File: src/rtl/split_cnt_pkg.sv
package split_cnt_pkg;
  localparam int LO_W  = 1;
  localparam int HI_W  = 3;
  localparam int CNT_W = LO_W + HI_W;

  // divide-by-five step; unused codes fall back to zero
  function automatic logic [HI_W-1:0] quinary_next(input logic [HI_W-1:0] v);
    if (v >= HI_W'(4)) return '0;
    return v + HI_W'(1);
  endfunction

  // divide-by-eight step
  function automatic logic [HI_W-1:0] octal_next(input logic [HI_W-1:0] v);
    return v + HI_W'(1);
  endfunction
endpackage

File: src/rtl/cnt_edge_sync.sv
module cnt_edge_sync #(
  parameter int STAGES = 2
) (
  input  logic clk,
  input  logic rst,
  input  logic din,
  output logic fall
);
  logic [STAGES-1:0] chain;
  logic              last;

  always_ff @(posedge clk) begin
    if (rst) begin
      chain <= '0;
      last  <= 1'b0;
    end else begin
      chain <= {chain[STAGES-2:0], din};
      last  <= chain[STAGES-1];
    end
  end

  assign fall = last & ~chain[STAGES-1];
endmodule

File: src/rtl/cnt_lo_stage.sv
module cnt_lo_stage (
  input  logic clk,
  input  logic rst,
  input  logic clr,
  input  logic load,
  input  logic pval,
  input  logic adv,
  output logic q
);
  always_ff @(posedge clk) begin
    if (rst || clr) q <= 1'b0;
    else if (load)  q <= pval;
    else if (adv)   q <= ~q;
  end
endmodule

File: src/rtl/cnt_hi_stage.sv
module cnt_hi_stage
  import split_cnt_pkg::*;
#(
  parameter bit DECADE = 1'b1
) (
  input  logic            clk,
  input  logic            rst,
  input  logic            clr,
  input  logic            load,
  input  logic [HI_W-1:0] pval,
  input  logic            adv,
  output logic [HI_W-1:0] q
);
  logic [HI_W-1:0] q_step;

  generate
    if (DECADE) begin : g_div5
      always_comb q_step = quinary_next(q);
    end else begin : g_div8
      always_comb q_step = octal_next(q);
    end
  endgenerate

  always_ff @(posedge clk) begin
    if (rst || clr) q <= '0;
    else if (load)  q <= pval;
    else if (adv)   q <= q_step;
  end
endmodule

File: src/rtl/split_ripple_counter.sv
module split_ripple_counter
  import split_cnt_pkg::*;
#(
  parameter bit DECADE      = 1'b1,
  parameter int SYNC_STAGES = 2
) (
  input  logic             clk,
  input  logic             rst,
  input  logic             cp_lo,
  input  logic             cp_hi,
  input  logic             clr_n,
  input  logic             load_n,
  input  logic [CNT_W-1:0] d,
  output logic [CNT_W-1:0] q
);
  logic fall_lo, fall_hi;
  logic clr, load;
  logic q_lo;
  logic [HI_W-1:0] q_hi;

  assign clr  = ~clr_n;
  assign load = clr_n & ~load_n;

  cnt_edge_sync #(.STAGES(SYNC_STAGES)) u_sync_lo (
    .clk(clk), .rst(rst), .din(cp_lo), .fall(fall_lo)
  );

  cnt_edge_sync #(.STAGES(SYNC_STAGES)) u_sync_hi (
    .clk(clk), .rst(rst), .din(cp_hi), .fall(fall_hi)
  );

  cnt_lo_stage u_lo (
    .clk(clk), .rst(rst), .clr(clr), .load(load),
    .pval(d[0]), .adv(fall_lo), .q(q_lo)
  );

  cnt_hi_stage #(.DECADE(DECADE)) u_hi (
    .clk(clk), .rst(rst), .clr(clr), .load(load),
    .pval(d[CNT_W-1:LO_W]), .adv(fall_hi), .q(q_hi)
  );

  assign q = {q_hi, q_lo};
endmodule

File: config.mk
export PLATFORM = sky130hd
export DESIGN_NAME = split_ripple_counter
export DESIGN_NICKNAME = d
export VERILOG_FILES = /design/src/rtl/split_cnt_pkg.sv /design/src/rtl/cnt_edge_sync.sv /design/src/rtl/cnt_lo_stage.sv /design/src/rtl/cnt_hi_stage.sv /design/src/rtl/split_ripple_counter.sv
export SDC_FILE = /design/constraint.sdc
export NUM_CORES = 1
export LEC_CHECK = 0
export BUFFER_PORTS_ARGS = -buffer_cell sky130_fd_sc_hd__buf_2
export CAP_MARGIN = 20
export CORE_AREA = 5 5 42 44
export CTS_BUF_LIST = sky130_fd_sc_hd__clkbuf_4 sky130_fd_sc_hd__clkbuf_8 sky130_fd_sc_hd__clkbuf_16
export CTS_CLUSTER_SIZE = 12
export DETAILED_ROUTE_END_ITERATION = 7
export DIE_AREA = 0 0 47 49
export HOLD_SLACK_MARGIN = 0.08
export PLACE_DENSITY = 0.64
export RECOVER_POWER = 25
export SETUP_SLACK_MARGIN = 0.1
export SLEW_MARGIN = 25
export SYNTH_ARGS = -nofsm -noshare
export SYNTH_HDL_FRONTEND = slang
export SYNTH_SLANG_ARGS = --single-unit
File: constraint.sdc
create_clock -name clk -period 1.4 [get_ports clk]
set_input_delay 0.14 -clock clk [delete_from_list [all_inputs] [get_ports clk]]
set_output_delay 0.14 -clock clk [all_outputs]
set_load 0.02 [all_outputs]
==> impl_metrics.py <==
metrics = {
    "floorplan": {
        "coreArea_sq_um": 1400,
        "initial_utilization_pct": 28.8,
        "rows": 14,
        "die_h_um": 49,
        "io_pins": 14,
        "die_area_sq_um": 2300,
        "die_w_um": 47,
    },
    "cts": {
        "ctsLongestPathBuffers": 2,
        "cts_root_buffer": "clkbuf_4",
        "cts.hold.buffers_added": 0,
        "post_cts_buffers": 0,
        "cts_resized": 0,
        "clock-sinks": 10,
        "cts_tree": "yes",
        "numCtsBuffers": 3,
        "cts.clk_slew.worst_paths_ns": 0.06,
        "htree_levels": 1,
        "clk_latency_ns": 0.26,
    },
    "placement": {
        "hpwl_um": 554,
        "place.gp.congestion": 0.665,
        "dp_cells": 70,
        "port_buffers": 13,
    },
    "logic_synthesis": {
        "synth-main-ff-cell": "dfxtp_1",
        "synthTopCellsByArea": "dfxtp_1, nor2b_1, o221a_1, nor2_1, ha_1",
        "synth_cell_types": 13,
        "syn-cell-area_sq_um": 404,
        "syn_nets": 54,
        "postSynthAreaPerCell_sq_um": 9.62,
        "yosys.area.top_type": "dfxtp_1",
        "synth_edf_count": 0,
        "yosys-top-cells-count": "dfxtp_1, nor2b_1, nor2_1, inv_1, o221a_1",
        "synth_seq_cells": 10,
        "yosysMostFrequentCell": "dfxtp_1",
        "yosysWarnings": 0,
        "async_flop_share_pct": 0,
        "syn-instance-count": 42,
        "synth_top_area_share_pct": 49.5,
        "ys_seq_area_share_pct": 49.5,
    },
    "drt": {
        "vias": 326,
        "routed_wl_um": 690,
        "drc_errors": 0,
        "ant_nets": 0,
        "avgRoutedWirePerCell_um": 9.32,
        "first_iter_violations": 4,
        "avgViaCountPerCell": 4.41,
        "drt-pass1-iter-count": 4,
    },
    "timing": {
        "hold_viol": 0,
        "final.setup_skew_ns": 0.00153,
        "setup_violations": 0,
        "finalHoldWorstSlack_ns": 0.0896,
        "fin_setup_tns_ns": 0,
        "min_period_ns": 1.17,
        "grt_setup_unrepaired": "no",
        "relSlewSlack_pct": 76.2,
        "period_share_pct": 83.6,
        "max_slew.worst_pin.slew_ns": 0.353,
        "fmax_mhz": 854,
        "report.final.slew_viol_count": 0,
    },
    "cells_and_area": {
        "diodes": 0,
        "layoutNonFillerInstCount": 74,
        "synthToLayoutAreaGrowth_pct": 27.9,
        "final_layout_size_suffix_gt1_share_pct": 29.3,
        "regArea_sq_um": 200,
        "multi_input_area_sq_um": 181,
        "final_nets": 71,
        "nFillCells": 160,
    },
    "worst_hold_path": {
        "min_from": "cp_lo",
        "min_path_type": "in -> reg",
        "min_to": "u_sync_lo.chain[0]$_SDFF_PP0_",
        "hold_depth": 2,
    },
    "outcome": {
        "status": "finished clean",
    },
    "worst_setup_path": {
        "arrival_ns": 1.33,
        "reg2regPathDepth": 4,
        "cp_max_fo": 5,
        "start_kind": "flop",
        "cp_data_required_time_ns": 1.56,
        "cp-end-kind": "flop",
        "r2r_slack_ns": 0.23,
        "r2r_end": "u_hi.q[1]$_SDFFE_PP0P_",
        "worstSetupPathType": "reg -> reg",
        "r2r-start": "u_hi.q[0]$_SDFFE_PP0P_",
    },
    "grt": {
        "antenna_found_initial": 0,
        "grt_pass1_vias": 264,
        "grt_max_degree": 8,
        "globalRoute.totalOverflow": 0,
        "track_usage_pct": 7.00,
        "grt_pass1_wl_um": 1080,
    },
    "power": {
        "peakVddDrop_uv": 620,
        "powerDensity_nw_per_um2": 1190,
        "p_leak_nw": 0.234,
    },
    "run": {
        "max_cap_viol_count": 0,
    },
}
-- how the worst max path moves through the flow --
stage | start | endpoint | slack [ns]
finish | u_hi.q[0]$_SDFFE_PP0P_ | u_hi.q[1]$_SDFFE_PP0P_ | 0.23
global route | u_hi.q[0]$_SDFFE_PP0P_ | u_hi.q[1]$_SDFFE_PP0P_ | 0.17
CTS | u_hi.q[0]$_SDFFE_PP0P_ | u_hi.q[1]$_SDFFE_PP0P_ | 0.22
detailed placement | u_hi.q[0]$_SDFFE_PP0P_ | u_hi.q[1]$_SDFFE_PP0P_ | 0.23
global placement | u_hi.q[0]$_SDFFE_PP0P_ | u_hi.q[1]$_SDFFE_PP0P_ | 0.27
floorplan | u_hi.q[0]$_SDFFE_PP0P_ | u_hi.q[1]$_SDFFE_PP0P_ | 0.15
-- cells in the final DEF (no fill, tap or decap) --
master    netlist  routed
buf_2           0      12
dfxtp_1        10      10
clkbuf_8        0       1
inv_1           3       3
inv_2           1       1
xnor2_1         1       1
nand2b_1        1       1
o221a_1         3       3
ha_1            2       2
o21ai_0         1       1
nor2b_1         9       9
clkbuf_4        0       3
clkbuf_1        0       1
a211o_1         1       1
a211oi_1        1       1
nor2_1          8       8
-- kinds of logic after synthesis --
kind of cell,after synthesis,synth area share [%]
AND/OR/NAND/NOR,18,22.9
flip-flops,10,49.5
AO/OA/AOI/OAI,6,13.6
buffers and inverters,5,5.57
adder cells (fa/ha/maj),2,6.19
XOR/XNOR,1,2.17
-- routing by layer --
| metal | wire length [um] | vias to the layer above | GRT usage (%) | part of all wire [%] |
|---|---|---|---|---|
| met1 | 272 | 146 | 7.56 | 39 |
| met2 | 337 | 12 | 9.28 | 49 |
| met4 | 0 | 0 | 4.15 | 0 |
| met3 | 81 | 0 | 5.54 | 12 |
| met5 | 0 | - | 0 | 0 |
| li1 | - | 168 | - | - |
-- through the flow --
step,area [sq um],util (%),power [W],worst slack [ns]
global placement,482,34.4,0.000366,0.273
detailed placement,482,34.4,0.000368,0.230
finish,517,36.9,0.000616,0.230
global route,517,36.9,0.000657,0.172
CTS,518,37.0,0.000634,0.216
floorplan,404,-,0.000343,0.147
-- report_power, final --
group | switching, W | internal, W
clock | 0.0000976 | 0.000158
combinational | 0.0000285 | 0.0000275
sequential | 0.00000739 | 0.000297
-- area by class of cell --
type / instances / share of cell area, %
Inverter: 4 / 2.91
Tap cell: 16 / 3.87
Multi-Input combinational cell: 27 / 35.1
Sequential cell: 10 / 38.7
Clock buffer: 4 / 7.02
Timing Repair Buffer: 13 / 12.3
-- flip-flops by register name, summed over array words and instances (netlist names) --
signal           flops
u_lo.q               1
u_sync_hi.last       1
u_sync_lo.last       1
u_sync_lo.chain      2
u_hi.q               3
u_sync_hi.chain      2
-- worst max-delay path: stages (launching register included) --
cell,delay [ns]
dfxtp_1,0.39
inv_1,0.07
ha_1,0.28
nor2b_1,0.13
o221a_1,0.20
Power figures use the tool's default switching activity.
